<file path="config.mk">
export PLATFORM = sky130hd
export DESIGN_NAME = mem_range_scanner
export DESIGN_NICKNAME = d
export VERILOG_FILES = /design/src/rtl/scan_pkg.sv /design/src/rtl/scan_addr_chk.sv /design/src/rtl/scan_gate.sv /design/src/rtl/scan_fsm.sv /design/src/rtl/mem_range_scanner.sv
export SDC_FILE = /design/constraint.sdc
export NUM_CORES = 1
export LEC_CHECK = 0
export BUFFER_PORTS_ARGS = -buffer_cell sky130_fd_sc_hd__buf_2
export CORE_MARGIN = 4
export CORE_UTILIZATION = 45
export DETAILED_ROUTE_END_ITERATION = 8
export MAX_ROUTING_LAYER = met4
export PLACE_DENSITY = 0.74
export SYNTH_ARGS = -nofsm -noshare
export SYNTH_HDL_FRONTEND = slang
export SYNTH_SLANG_ARGS = --single-unit
</file>
<file path="constraint.sdc">
create_clock -name clk_i -period 3.5 [get_ports clk_i]
set_clock_uncertainty 0.15 [all_clocks]
set_input_delay 0.35 -clock clk_i [delete_from_list [all_inputs] [get_ports clk_i]]
set_output_delay 0.35 -clock clk_i [all_outputs]
set_load 0.05 [all_outputs]
</file>
<file path="src/rtl/scan_pkg.sv">
package scan_pkg;
    typedef enum logic [1:0] {
        MODE_CONC  = 2'b00,
        MODE_BURST = 2'b01,
        MODE_PEEK  = 2'b10,
        MODE_TRIG  = 2'b11
    } scan_mode_e;

    typedef enum logic [1:0] {
        ST_IDLE,
        ST_READ,
        ST_CAPT,
        ST_SEND
    } scan_st_e;

    localparam logic [1:0] SEL_CTRL = 2'd0;
    localparam logic [1:0] SEL_LO   = 2'd1;
    localparam logic [1:0] SEL_HI   = 2'd2;

    localparam int CTL_EN   = 7;
    localparam int CTL_GO   = 6;
    localparam int CTL_INTM = 3;
endpackage

</file>
<file path="src/rtl/scan_addr_chk.sv">
module scan_addr_chk #(
    parameter int ADDR_W    = 8,
    parameter int MAP_WORDS = 240
) (
    input  logic [ADDR_W-1:0] cur_i,
    output logic [ADDR_W-1:0] next_o,
    output logic              wrap_o,
    output logic              cur_unmapped_o,
    output logic              next_unmapped_o
);
    localparam logic [ADDR_W:0] ONE = (ADDR_W+1)'(1);

    assign {wrap_o, next_o} = {1'b0, cur_i} + ONE;

    generate
        if (MAP_WORDS >= (1 << ADDR_W)) begin : g_full_map
            assign cur_unmapped_o  = 1'b0;
            assign next_unmapped_o = 1'b0;
        end else begin : g_part_map
            localparam logic [ADDR_W:0] LIMIT = (ADDR_W+1)'(MAP_WORDS);
            assign cur_unmapped_o  = ({1'b0, cur_i} >= LIMIT);
            assign next_unmapped_o = ({1'b0, next_o} >= LIMIT);
        end
    endgenerate
endmodule

</file>
<file path="src/rtl/scan_gate.sv">
module scan_gate import scan_pkg::*; (
    input  logic       en_i,
    input  logic       go_i,
    input  logic       intm_i,
    input  scan_mode_e mode_i,
    input  logic       irq_i,
    input  logic       cpu_idle_i,
    input  logic       trig_i,
    input  logic       ready_i,
    input  logic       in_range_i,
    input  logic       fsm_idle_i,
    input  logic       mem_rd_i,
    output logic       go_eff_o,
    output logic       start_o,
    output logic       stall_o
);
    logic irq_mask;
    logic slot_ok;

    always_comb begin
        // interrupt hides go, except in peek mode where the option is ignored
        irq_mask = intm_i && irq_i && (mode_i != MODE_PEEK);
        go_eff_o = en_i && go_i && !irq_mask;
        case (mode_i)
            MODE_CONC, MODE_BURST: slot_ok = 1'b1;
            MODE_PEEK:             slot_ok = cpu_idle_i;
            default:               slot_ok = trig_i;
        endcase
        start_o = go_eff_o && fsm_idle_i && in_range_i && ready_i && slot_ok;
        stall_o = (go_eff_o && (mode_i == MODE_BURST)) ||
                  (mem_rd_i && (mode_i != MODE_PEEK));
    end
endmodule

</file>
<file path="src/rtl/scan_fsm.sv">
module scan_fsm import scan_pkg::*; #(
    parameter int DATA_W = 16
) (
    input  logic              clk_i,
    input  logic              rst_ni,
    input  logic              en_i,
    input  logic              start_i,
    input  logic [DATA_W-1:0] mem_rdata_i,
    output logic              mem_rd_o,
    output logic              clt_valid_o,
    output logic [DATA_W-1:0] clt_data_o,
    output logic              done_o,
    output logic              idle_o,
    output logic              busy_o
);
    typedef struct packed {
        scan_st_e          st;
        logic [DATA_W-1:0] data;
    } fsm_t;

    fsm_t f_d, f_q;

    always_comb begin
        f_d = f_q;
        case (f_q.st)
            ST_IDLE: if (start_i) f_d.st = ST_READ;
            ST_READ: f_d.st = ST_CAPT;
            ST_CAPT: begin
                f_d.data = mem_rdata_i;
                f_d.st   = ST_SEND;
            end
            default: f_d.st = ST_IDLE;
        endcase
        if (!en_i) f_d.st = ST_IDLE;
    end

    always_ff @(posedge clk_i or negedge rst_ni) begin
        if (!rst_ni) f_q <= '0;
        else         f_q <= f_d;
    end

    assign mem_rd_o    = (f_q.st == ST_READ);
    assign clt_valid_o = (f_q.st == ST_SEND) && en_i;
    assign done_o      = clt_valid_o;
    assign clt_data_o  = f_q.data;
    assign idle_o      = (f_q.st == ST_IDLE);
    assign busy_o      = !idle_o;

    a_r3_single_read: assert property (@(posedge clk_i) disable iff (!rst_ni)
        mem_rd_o |=> !mem_rd_o);
    a_r3_valid_follows_read: assert property (@(posedge clk_i) disable iff (!rst_ni)
        clt_valid_o |-> $past(mem_rd_o, 2));
    a_r8_disable_idles: assert property (@(posedge clk_i) disable iff (!rst_ni)
        !en_i |=> !busy_o);
endmodule

</file>
<file path="src/rtl/mem_range_scanner.sv">
module mem_range_scanner import scan_pkg::*; #(
    parameter int ADDR_W    = 8,   // at least 8: control uses wr_data_i[7:0]
    parameter int DATA_W    = 16,
    parameter int MAP_WORDS = 240
) (
    input  logic              clk_i,
    input  logic              rst_ni,
    input  logic              wr_en_i,
    input  logic [1:0]        wr_sel_i,
    input  logic [ADDR_W-1:0] wr_data_i,
    output logic [7:0]        ctrl_o,
    output logic [ADDR_W-1:0] lo_o,
    output logic [ADDR_W-1:0] hi_o,
    output logic              mem_rd_o,
    output logic [ADDR_W-1:0] mem_addr_o,
    input  logic [DATA_W-1:0] mem_rdata_i,
    input  logic              clt_en_i,
    input  logic              clt_go_i,
    input  logic              clt_ready_i,
    output logic              clt_valid_o,
    output logic [DATA_W-1:0] clt_data_o,
    input  logic              irq_active_i,
    input  logic              cpu_idle_i,
    input  logic              trig_i,
    output logic              cpu_stall_o
);
    typedef struct packed {
        logic              en;
        logic              go;
        logic              intm;
        logic              inv;
        scan_mode_e        mode;
        logic [ADDR_W-1:0] lo;
        logic [ADDR_W-1:0] hi;
    } regs_t;

    regs_t r_d, r_q;

    logic [ADDR_W-1:0] nxt_lo;
    logic wrap, nxt_unmap, cur_unmap;
    logic go_eff, start, fsm_idle, fsm_busy, done;
    logic lo_gt_hi, ctrl_wr, busy;

    assign lo_gt_hi = (r_q.lo > r_q.hi);
    assign ctrl_wr  = wr_en_i && (wr_sel_i == SEL_CTRL);

    scan_addr_chk #(.ADDR_W(ADDR_W), .MAP_WORDS(MAP_WORDS)) u_addr (
        .cur_i           (r_q.lo),
        .next_o          (nxt_lo),
        .wrap_o          (wrap),
        .cur_unmapped_o  (cur_unmap),
        .next_unmapped_o (nxt_unmap)
    );

    scan_gate u_gate (
        .en_i       (r_q.en),
        .go_i       (r_q.go),
        .intm_i     (r_q.intm),
        .mode_i     (r_q.mode),
        .irq_i      (irq_active_i),
        .cpu_idle_i (cpu_idle_i),
        .trig_i     (trig_i),
        .ready_i    (clt_ready_i),
        .in_range_i (!lo_gt_hi),
        .fsm_idle_i (fsm_idle),
        .mem_rd_i   (mem_rd_o),
        .go_eff_o   (go_eff),
        .start_o    (start),
        .stall_o    (cpu_stall_o)
    );

    scan_fsm #(.DATA_W(DATA_W)) u_fsm (
        .clk_i       (clk_i),
        .rst_ni      (rst_ni),
        .en_i        (r_q.en),
        .start_i     (start),
        .mem_rdata_i (mem_rdata_i),
        .mem_rd_o    (mem_rd_o),
        .clt_valid_o (clt_valid_o),
        .clt_data_o  (clt_data_o),
        .done_o      (done),
        .idle_o      (fsm_idle),
        .busy_o      (fsm_busy)
    );

    always_comb begin
        r_d = r_q;
        // pointer advance after a delivered word
        if (done) begin
            r_d.lo = nxt_lo;
            if (wrap || nxt_unmap) begin
                r_d.inv = 1'b1;
                r_d.go  = 1'b0;
            end
        end
        // range exhausted, nothing in flight
        if (r_q.en && r_q.go && fsm_idle && lo_gt_hi) r_d.go = 1'b0;
        // software writes take priority
        if (wr_en_i) begin
            case (wr_sel_i)
                SEL_CTRL: begin
                    r_d.en   = wr_data_i[CTL_EN];
                    r_d.intm = wr_data_i[CTL_INTM];
                    r_d.mode = scan_mode_e'(wr_data_i[1:0]);
                    if (!wr_data_i[CTL_GO]) begin
                        r_d.go = 1'b0;
                    end else if (!r_q.go) begin
                        if (clt_en_i && clt_go_i && !cur_unmap) begin
                            r_d.go  = 1'b1;
                            r_d.inv = 1'b0;
                        end else begin
                            r_d.inv = 1'b1;
                        end
                    end
                end
                SEL_LO:  r_d.lo = wr_data_i;
                SEL_HI:  r_d.hi = wr_data_i;
                default: ;
            endcase
        end
    end

    always_ff @(posedge clk_i or negedge rst_ni) begin
        if (!rst_ni) r_q <= '0;
        else         r_q <= r_d;
    end

    assign busy       = fsm_busy || (r_q.en && r_q.go && clt_ready_i);
    assign ctrl_o     = {r_q.en, r_q.go, busy, r_q.inv, r_q.intm, 1'b0, r_q.mode};
    assign lo_o       = r_q.lo;
    assign hi_o       = r_q.hi;
    assign mem_addr_o = r_q.lo;

    a_r4_go_selfclear: assert property (@(posedge clk_i) disable iff (!rst_ni)
        (r_q.en && r_q.go && fsm_idle && lo_gt_hi && !ctrl_wr) |=> !ctrl_o[6]);
    a_r5_busy_on_read: assert property (@(posedge clk_i) disable iff (!rst_ni)
        mem_rd_o |-> ctrl_o[5]);
    a_r7_stop_on_bad_addr: assert property (@(posedge clk_i) disable iff (!rst_ni)
        (done && (wrap || nxt_unmap) && !ctrl_wr) |=> (ctrl_o[4] && !ctrl_o[6]));
    a_r10_irq_blocks_read: assert property (@(posedge clk_i) disable iff (!rst_ni)
        (mem_rd_o && $past(r_q.intm) && ($past(r_q.mode) != MODE_PEEK)) |-> !$past(irq_active_i));
    a_r10_go_kept: assert property (@(posedge clk_i) disable iff (!rst_ni)
        (r_q.go && r_q.intm && irq_active_i && (r_q.mode != MODE_PEEK) &&
         !wr_en_i && !done && !lo_gt_hi) |=> ctrl_o[6]);
    a_r12_peek_uses_idle: assert property (@(posedge clk_i) disable iff (!rst_ni)
        (mem_rd_o && (r_q.mode == MODE_PEEK) && ($past(r_q.mode) == MODE_PEEK)) |-> $past(cpu_idle_i));
    a_r9_peek_no_stall: assert property (@(posedge clk_i) disable iff (!rst_ni)
        (r_q.mode == MODE_PEEK) |-> !cpu_stall_o);
endmodule

</file>
After elaboration in Yosys (flattened, before gate mapping)
Index checks and enable logic that the tools add are counted.
- $add $sub $neg: 1
- order comparisons: 3
- equal/unequal tests: 9
- muxes and demuxes: 20
- reduce and logical (&&, ||, !) cells: 29
- operators by type and width (kind ; number):
    8-bit 2-to-1 mux ; 3
    21-bit 2-to-1 mux ; 1
    8-bit >= comparator (second input constant) ; 2
    1-bit logical AND ; 16
    1-bit 2-to-1 mux ; 11
    8-bit by 1-bit adder with 9-bit output (second input constant) ; 1
    2-bit == test (second input constant) ; 4
    8-bit greater-than comparator ; 1
    2-bit by 1-bit == test with 1-bit output (second input constant) ; 3
    2-bit zero test ; 3
    2-bit one-hot mux with 3 select lines ; 1
    5-bit 2-to-1 mux ; 1
    1-bit zero test ; 4
    2-bit 2-to-1 mux ; 2
    2-bit AND reduction ; 2
    1-bit logical OR ; 3
    3-bit inequality test (second input constant) ; 1
    2-bit inequality test (second input constant) ; 1
    1-bit one-hot mux with 2 select lines ; 1
    2-bit OR reduction ; 1
- register bits after elaboration: 40
- bits of input ports: 35
- output and inout bits: 51

Longest topological paths before layout
Gate-level depths: netlist of run 1.
- depth after elaboration: 11
- depth in mapped cells: 7

Hierarchy
A second synthesis of run 1 with hierarchy kept.
- cells, all modules: 216
- area total of the unflattened synthesis: 2378.5 um^2
- modules (own cells, without submodules) (module ; times used ; cells each ; area each (um^2) ; seq. area each (um^2)):
    mem_range_scanner ; 1 ; 115 ; 1221.2 ; 550.5
    scan_fsm ; 1 ; 68 ; 943.4 ; 450.4
    scan_addr_chk ; 1 ; 22 ; 143.9 ; 0.0
    scan_gate ; 1 ; 11 ; 70.1 ; 0.0

Worst setup path before layout of run 1
OpenSTA, ideal clock, no wires.
- kind: register to register
- start point: register r_q (netlist bit lo_o[6])
- end point: register u_fsm.f_q[16] in the netlist's numbering
- setup time: 0.079 ns
- data arrival time: 2.047 ns
- data required time: 3.271 ns
- setup slack: 1.224 ns
- cell stages (with the launch flop): 7
- buffers on the path: 0
- path through: dfrtp_1 ha_1 and4_1 a21oi_1 a31oi_2 o311ai_4 mux2i_1
- cells in the longest elaborated chain, start to end: 6
- RTL lines (what ; RTL line ; text):
    from (decl) ; mem_range_scanner.sv:37 ; regs_t r_d, r_q;
    from (signal assigned) ; mem_range_scanner.sv:125 ; else r_q <= r_d;
    8-bit greater-than comparator ; mem_range_scanner.sv:44 ; assign lo_gt_hi = (r_q.lo > r_q.hi);
    1-bit zero test ; mem_range_scanner.sv:64 ; .in_range_i (!lo_gt_hi),
    1-bit logical AND (3 in a row) ; scan_gate.sv:29 ; start_o = go_eff_o && fsm_idle_i && in_range_i && ready_i && slot_ok;
    3-bit inequality test (no line) ; -- ;
    to (signal assigned) ; scan_fsm.sv:38 ; if (!rst_ni) f_q <= '0;
    to (signal assigned) ; scan_fsm.sv:39 ; else f_q <= f_d;
    to (decl) ; scan_fsm.sv:21 ; fsm_t f_d, f_q;
Every way passes these cells.
A chain may end at the register's enable or synchronous reset.

Final worst setup path of run 1
- start point: register r_q (netlist bit ctrl_o[7])
- end point: output cpu_stall_o
- cells in the longest elaborated chain, start to end: 4
- RTL lines (what ; RTL line ; text):
    1-bit logical AND (2 in a row) ; scan_gate.sv:23 ; go_eff_o = en_i && go_i && !irq_mask;
    1-bit logical AND ; scan_gate.sv:30 ; stall_o = (go_eff_o && (mode_i == MODE_BURST)) ||
    1-bit logical OR ; scan_gate.sv:30 ;
    to (decl) ; mem_range_scanner.sv:25 ; output logic cpu_stall_o
Every way passes these cells.

==> impl_metrics.toml, run 1 <==
[synth]
syn_nets = 263
synthCells = 214
netlist_top_cells_area = "dfrtp_1 43%, mux2_2 13%, buf_4 9.7%"
synth_edf_count = 0
synth_top_area_cell = "dfrtp_1"
syn_area_per_cell_um2 = 10.8
synthDistinctLibCells = 38
async_flop_share = 1.00
synth_top_area_share = 0.432
synthFlopType = "dfrtp_1"
syn_area_um2 = 2320
ys_ff_latch = 40
seq_area_frac_synth = 0.432
yosys_warnings = 0

[worst_setup_path]
crit_path_start_kind = "flip-flop"
path_max_fanout = 9
r2r_setup_slack_ps = 1390
endpoint_kind = "output port"
r2r_end = "u_fsm.f_q[17]$_DFFE_PN0P_"
r2r_cells = 6
cp.arrival_ps = 1620
r2r_start = "lo_o[6]$_DFF_PN0_"
crit_required_ps = 3000
crit_type = "flip-flop to output port"

[grt]
grt.overflow.total = 0
grt_first_pass_wirelength_um = 7880
grt_pass1_vias = 1629
track_usage = 0.165
antenna_found_initial = 0
grt_max_degree = 41

[placed_design]
dp_slack_ps = 1400
finalWeightedCongestion = 0.836
placed_cells = 332
dpl.hpwl_um = 3670
numPortBuffers = 84

[timing]
timing.final.crit_share = 0.606
min_period_ps = 2120
tns_ps = 0
setup_viol = 0
fmax_ghz = 0.472
slew_headroom = 0.418
worst_pin_slew_ps = 873
final_hold_viol_count = 0
rsz0062_at_grt = "no"
drv_slew = 0
worst_slack_ps = 1380

[layout]
drive_gt1_frac = 0.447
final_util = 0.552
final_common_cell = "buf_2"
nets = 321
nFillCells = 453
antenna_cells = 0
area_delta_synth_final_pct = 15.5
most-common-layout-cells = "84 x buf_2, 40 x dfrtp_1, 26 x mux2_2, 15 x inv_1"
fin_cells = 340

[pwr]
power.density_nw_per_um2 = 942
max-vdd-ir-drop_mv = 0.438
p_leak_nw = 1.33

[clock_tree]
h-tree-depth = 2
ctsResizeCount = 0
cts-buffers-inserted = 5
cts_root_buf = "clkbuf_8"
insertion_delay_ps = 290
clkTransAtPathRegs_ps = 80
post_cts_buffers = 0
clockBufferDepth = 2
clock-sinks = 40
cts_hold_buf = 0
cts_tree = "built"

[floorplanning]
die_h_um = 79.7
core_um2 = 4850
row_count = 25
dieArea_um2 = 6360
initial_utilization = 0.478
io_pins = 86
die_x_um = 79.7

[status]
status = "complete, no violations"

[route]
routedWlPerCell_um = 14.1
drc = 0
dr.pass1.iters = 4
drt_iter0_drc = 75
wl_um = 4780
vias_per_cell = 4.99
dr_total_vias = 1695
ant_nets = 0

[hold_path]
hold_class = "input port to async pin"

[flow_run]
cap_violations = 0
-- critical path, stage by stage, from the launching register on --
cell and delay (ps):
dfrtp_1 550, nand2_1 120, a2111oi_0 290, a21o_1 120, buf_2 250
-- report_power, final --
part	total, mW	switching, mW	internal, mW
clock	0.318	0.161	0.157
combinational	1.43	1.03	0.403
sequential	0.771	0.147	0.624
total	2.52	1.33	1.18
-- state kept, by name (all words and copies together) (netlist names) --
signal / count
ctrl_o: 6
hi_o: 8
lo_o: 8
u_fsm.clt_data_o: 16
u_fsm.f_q: 2
-- per-layer routing --
layer  track usage  vias up  share of wire
li1              -      831              -
met1         0.219      803           0.44
met2         0.247       57           0.47
met3        0.0463        4          0.079
met4        0.0507        0          0.010
met5             -        -              0
-- how the worst max path moves through the flow --
stage | from | to | slack, ps
2_1_floorplan | lo_o[6]$_DFF_PN0_ | u_fsm.f_q[16]$_DFFE_PN0P_ | 1220
3_3_place_gp | lo_o[6]$_DFF_PN0_ | u_fsm.f_q[16]$_DFFE_PN0P_ | 1450
3_5_place_dp | lo_o[6]$_DFF_PN0_ | u_fsm.f_q[17]$_DFFE_PN0P_ | 1400
4_1_cts | ctrl_o[7]$_DFFE_PN0P_ | cpu_stall_o | 1340
5_1_grt | ctrl_o[7]$_DFFE_PN0P_ | cpu_stall_o | 1220
6_report | ctrl_o[7]$_DFFE_PN0P_ | cpu_stall_o | 1380
-- stage by stage --
| step | instance area [µm²] | power (mW) | hold WS [ps] |
|---|---|---|---|
| 6_report | 2680 | 2.52 | 10.4 |
| 5_1_grt | 2680 | 2.68 | 98.6 |
| 2_1_floorplan | 2320 | 2.09 | -95.6 |
| 4_1_cts | 2680 | 2.55 | 58.2 |
| 3_5_place_dp | 2580 | 2.23 | 339 |
| 3_3_place_gp | 2580 | 2.20 | 334 |
-- Yosys cell counts, drive strengths merged, types with 2 or more instances --
library cell  count
a21oi             9
buf              31
and4              3
a21o              2
mux2i             4
a31oi             4
mux2             26
ha               14
nand4             2
a211o             2
xor2              5
clkbuf            2
o211ai            3
inv              15
dfrtp            40
xnor2             2
nor2             11
nand3b            3
nand2            15
nand3             5
o21ai             2
-- cells by family after synthesis --
logic type	Yosys count	share of synthesized area
xor+xnor	7	0.0265
simple gates	45	0.100
flops	40	0.432
fa+ha+maj	14	0.0756
buf+inv	48	0.127
other cells	1	0.00162
mux	30	0.144
compound gates	29	0.0935
-- final cells by class --
cell class / count / area [µm²] / share of cell area
clock buffer: 6 / 82.6 / 0.0309
clock inverter: 2 / 10.0 / 0.00374
inverter: 15 / 56.3 / 0.0210
multi-input combinational: 126 / 1020 / 0.382
sequential: 40 / 1000 / 0.374
tap: 67 / 83.8 / 0.0313
timing repair buffer: 84 / 420 / 0.157
Power figures use the tool's default switching activity.
==> run 2: changes to the inputs <==
clock period = 2.1 ns   (was 3.5 ns; I/O delays follow)
==> impl_metrics.toml, run 2 (synthesis results as in run 1) <==
[status]
status = "complete, no violations"

[grt]
grt_max_degree = 22
antenna_found_initial = 0
grt.overflow.total = 0
grt_first_pass_wirelength_um = 8310
grt_pass1_vias = 1801
track_usage = 0.174

[route]
dr.pass1.iters = 4
drt_iter0_drc = 71
vias_per_cell = 4.93
routedWlPerCell_um = 14.4
wl_um = 5230
ant_nets = 0
drc = 0
dr_total_vias = 1796

[clock_tree]
cts-buffers-inserted = 5
cts_root_buf = "clkbuf_8"
cts_tree = "built"
h-tree-depth = 2
clockBufferDepth = 2
clock-sinks = 40
insertion_delay_ps = 290
clkTransAtPathRegs_ps = 80

[floorplanning]
core_um2 = 4850
initial_utilization = 0.478
dieArea_um2 = 6360
die_h_um = 79.7
io_pins = 86
row_count = 25
die_x_um = 79.7

[timing]
fmax_ghz = 0.496
rsz0062_at_grt = "no"
min_period_ps = 2010
worst_pin_slew_ps = 621
setup_viol = 0
final_hold_viol_count = 0
slew_headroom = 0.584
drv_slew = 0
timing.final.crit_share = 0.959
tns_ps = 0

[worst_setup_path]
worst-path-buf-inv = 1
worstPathCellList = "inv_1, ha_4, a211o_1, o211ai_1, a31oi_2, o311ai_4, mux2i_1"
cp.arrival_ps = 2070
r2r_cells = 7
crit_required_ps = 2160
cp-endpoint = "u_fsm.f_q[16]$_DFFE_PN0P_"
crit_type = "flip-flop to flip-flop"
crit_path_start_kind = "flip-flop"
r2r_start = "hi_o[5]$_DFFE_PN0P_"
r2r_setup_slack_ps = 90
endpoint_kind = "flip-flop"
worst_path_max_delay_cell = "dfrtp_2"
path_max_fanout = 2
crit_start = "hi_o[5]$_DFFE_PN0P_"
critical_path.top_delay_family = "compound AO/OA/AOI/OAI gates"
cp.depth = 7
r2r_end = "u_fsm.f_q[16]$_DFFE_PN0P_"
max_stage_delay_ps = 410

[layout]
most-common-layout-cells = "84 x buf_2, 26 x mux2_2, 26 x dfrtp_1, 15 x inv_1"
seq_area_um2 = 1020
largest_register_ff_count = 16
final_common_cell = "buf_2"
area_delta_synth_final_pct = 28.8
drive_gt1_frac = 0.508
nFillCells = 420
antenna_cells = 0
multi_input_area_um2 = 1050
nets = 345

[placed_design]
finalWeightedCongestion = 0.836
numPortBuffers = 84
dpl.hpwl_um = 4010

[pwr]
power.density_nw_per_um2 = 1520
max-vdd-ir-drop_mv = 0.677
finalPower_mw = 4.53
p_leak_nw = 1.45

[flow_run]
cap_violations = 0

[hold_path]
hold_class = "input port to flip-flop"
run 2: changes by cell type in the layout (fill, tap and decap cells not counted), moves of 10 or more:
cell,change
dfrtp_2,+14
buf_4,+10
dfrtp_1,-14
dlygate4sd3_1,+13
run 2: routing by layer:
metal	share of wire	up-vias	routed length (µm)	GRT usage
met1	0.43	873	2260	0.210
li1	-	873	-	-
met3	0.056	2	294	0.0350
met2	0.50	48	2630	0.292
met5	0	-	0	-
met4	0.0090	0	47	0.0608
run 2: final cells by class:
type	instances	area share
clock buffer	7	0.0323
clock inverter	1	0.0101
inverter	15	0.0189
multi-input combinational	126	0.353
sequential	40	0.341
tap	67	0.0281
timing repair buffer	108	0.216
run 2: worst reg2reg max path, stage by stage, from the launching register on:
cell      delay (ps)
dfrtp_2          410
inv_1             90
ha_4             200
a211o_1          250
o211ai_1         100
a31oi_2          160
o311ai_4         340
mux2i_1          230
run 2: per-stage QoR:
stage	hold slack, ps	instances	instance area (µm²)	utilization	setup slack (ps)
global placement	54.7	341	2680	0.553	135
finish	12.5	364	2980	0.615	85.7
detailed placement	71.4	341	2680	0.553	78.5
CTS	2.57	362	2940	0.606	62.9
floorplan	-236	214	2330	-	6.71
global route	5.32	364	2980	0.615	14.8
run 2: worst min path at each step:
stage                    startpoint                               end  slack [ps]  depth (start not counted)
detailed placement           rst_ni               hi_o[2]$_DFFE_PN0P_          70                          1
floorplan                    rst_ni             ctrl_o[0]$_DFFE_PN0P_        -240                          0
global placement             rst_ni               hi_o[2]$_DFFE_PN0P_          50                          1
finish               mem_rdata_i[9]   u_fsm.clt_data_o[9]$_DFFE_PN0N_          10                          2
global route        mem_rdata_i[13]  u_fsm.clt_data_o[13]$_DFFE_PN0N_           5                          2
CTS                 mem_rdata_i[13]  u_fsm.clt_data_o[13]$_DFFE_PN0N_           3                          2
run 2: repair_timing:
action / 4_1_cts / 5_1_grt
endpoints found under the hold margin: 31 / 0
buffers inserted: 0 / 2
hold buffers: 13 / 0
gates resized for setup: 0 / 4
setup endpoints to repair: 0 / 2
run 2: power breakdown:
group          internal, mW  total, mW  switching (mW)
clock                 0.419      0.684           0.265
sequential             1.05       1.23           0.173
combinational         0.776       2.61            1.84
total                  2.25       4.53            2.28
==> run 3: changes to the inputs <==
ABC_AREA = 1   (was unset)
CELL_PAD_IN_SITES_DETAIL_PLACEMENT = 0   (was unset)
CELL_PAD_IN_SITES_GLOBAL_PLACEMENT = 2   (was unset)
CORE_UTILIZATION = 28   (was 45)
PLACE_DENSITY = unset   (was 0.74)
PLACE_DENSITY_LB_ADDON = 0.1   (was unset)
==> impl_metrics.toml, run 3 <==
[status]
status = "complete, no violations"

[placed_design]
finalWeightedCongestion = 0.729
numPortBuffers = 84
dpl.hpwl_um = 4600

[timing]
min_period_ps = 1850
slew_headroom = 0.621
setup_viol = 0
fmax_ghz = 0.540
rsz0062_at_grt = "no"
worst_pin_slew_ps = 568
drv_slew = 0
timing.final.crit_share = 0.882
final_hold_viol_count = 0
tns_ps = 0

[clock_tree]
h-tree-depth = 2
clkTransAtPathRegs_ps = 80
cts_root_buf = "clkbuf_8"
cts-buffers-inserted = 5
insertion_delay_ps = 290
clock-sinks = 40
cts_tree = "built"
clockBufferDepth = 2
ctsResizeCount = 0

[worst_setup_path]
worst-path-buf-inv = 2
r2r_setup_slack_ps = 270
r2r_end = "ctrl_o[6]$_DFF_PN0_"
critical_path.top_delay_family = "buffers and inverters"
worstPathCellList = "ha_1, nand2_1, inv_2, buf_2"
r2r_cells = 12
crit_required_ps = 1740
worst_path_max_delay_cell = "dfrtp_1"
max_stage_delay_ps = 440
crit_type = "flip-flop to output port"
path_max_fanout = 10
r2r_start = "lo_o[1]$_DFF_PN0_"
cp.arrival_ps = 1490
endpoint_kind = "output port"
crit_path_start_kind = "flip-flop"

[synth]
seq_area_frac_synth = 0.426
async_flop_share = 1.00
synth_top_area_cell = "dfrtp_1"
synthFlopType = "dfrtp_1"
synthCells = 269
synth_edf_count = 0
netlist_top_cells_area = "dfrtp_1 43%, buf_4 9.3%, nand2_1 8.6%"
synthDistinctLibCells = 30
synth_common_cells = "54 x nand2_1, 40 x dfrtp_1, 29 x buf_4"
syn_area_per_cell_um2 = 8.74
syn_area_um2 = 2350
yosys_warnings = 0
ys_ff_latch = 40
syn_nets = 318
synth_top_area_share = 0.426
synth.most_common_cell = "nand2_1"

[route]
dr.pass1.iters = 4
vias_per_cell = 4.24
dr_total_vias = 1934
drt_iter0_drc = 34
wl_um = 5990
routedWlPerCell_um = 13.1
drc = 0
ant_nets = 0

[pwr]
finalPower_mw = 4.32
max-vdd-ir-drop_mv = 0.331
power.density_nw_per_um2 = 1440
p_leak_nw = 1.56

[grt]
grt_max_degree = 41
antenna_found_initial = 0
grt_pass1_vias = 1920
track_usage = 0.128
grt.overflow.total = 0
grt_first_pass_wirelength_um = 9650

[layout]
most-common-layout-cells = "84 x buf_2, 54 x nand2_1, 40 x dfrtp_1, 27 x inv_1, 17 x nor2_1"
largest_register_ff_count = 16
final_common_cell = "buf_2"
nets = 399
area_delta_synth_final_pct = 27.7
antenna_cells = 0
drive_gt1_frac = 0.353

[flow_run]
cap_violations = 0

[floorplanning]
die_h_um = 99.6
core_um2 = 8180
row_count = 33
initial_utilization = 0.288
die_x_um = 99.6
io_pins = 86
dieArea_um2 = 9930

[hold_path]
hold_end = "u_fsm.clt_data_o[9]$_DFFE_PN0N_"
whs_path_depth = 2
hold_class = "input port to flip-flop"
min_from = "mem_rdata_i[9]"
-- run 3: cell types whose count changed in the layout (fill, tap and decap cells not counted), sizes merged, moves of 4 or more --
| cell | previous run | this run |
|---|---|---|
| o21ai | 2 | 22 |
| buf | 95 | 91 |
| nor2 | 11 | 20 |
| mux2i | 4 | 0 |
| mux2 | 26 | 16 |
| inv | 15 | 29 |
| a31oi | 4 | 0 |
| nand2 | 15 | 56 |
-- run 3: worst max-delay path by stage --
stage / to / slack [ps] / cells after the start / start
after floorplan: ctrl_o[6]$_DFF_PN0_ / 110 / 12 / lo_o[1]$_DFF_PN0_
after global placement: ctrl_o[6]$_DFF_PN0_ / 230 / 12 / lo_o[1]$_DFF_PN0_
after detailed placement: ctrl_o[6]$_DFF_PN0_ / 250 / 12 / lo_o[1]$_DFF_PN0_
after CTS: clt_valid_o / 210 / 4 / u_fsm.f_q[17]$_DFFE_PN0P_
after global routing: ctrl_o[6]$_DFF_PN0_ / 70 / 12 / lo_o[1]$_DFF_PN0_
final: clt_valid_o / 250 / 4 / u_fsm.f_q[17]$_DFFE_PN0P_
-- run 3: what timing repair did --
| item | 4_1_cts | 5_1_grt |
|---|---|---|
| endpoints found under the hold margin | 55 | 0 |
| endpoints found under the setup margin | 0 | 0 |
| setup buffers | 0 | 0 |
| hold buffers | 16 | 0 |
-- run 3: report_power, final --
| part | switching (mW) | total (mW) | internal [mW] |
|---|---|---|---|
| clock | 0.275 | 0.664 | 0.389 |
| sequential | 0.204 | 1.24 | 1.03 |
| combinational | 1.74 | 2.41 | 0.675 |
-- run 3: cell families after synthesis --
family	count (synthesis)	share of synthesized area
multiplexers	16	0.0766
XOR/XNOR	3	0.0112
flip-flops	40	0.426
adder cells (fa/ha/maj)	14	0.0745
other	1	0.00160
AO/OA/AOI/OAI	44	0.106
buffers and inverters	63	0.148
AND/OR/NAND/NOR	88	0.156
-- run 3: routing by layer --
layer / GRT usage / vias up / part of all wire
met5: - / - / 0
met4: 0.0315 / 0 / 0.0085
met3: 0.0281 / 5 / 0.062
met2: 0.212 / 59 / 0.47
met1: 0.160 / 862 / 0.46
li1: - / 1008 / -
-- run 3: final cells by class --
type | count | area [µm²]
Multi-Input combinational cell | 166 | 1000
Fill cell | 900 | 5170
Timing Repair Buffer | 107 | 633
Clock buffer | 6 | 82.6
Clock inverter | 2 | 38.8
Tap cell | 105 | 131
Inverter | 30 | 113
Sequential cell | 40 | 1000
-- run 3: metrics by stage --
stage               instances  cell area (µm²)  setup slack (ps)  hold slack (ps)   util
floorplan                 269             2350               113             -236      -
CTS                       456             3000               213             3.91  0.367
global route              456             3000              67.1             4.53  0.367
detailed placement        432             2720               250              159  0.333
global placement          432             2720               228              170  0.333
finish                    456             3000               248             14.4  0.367
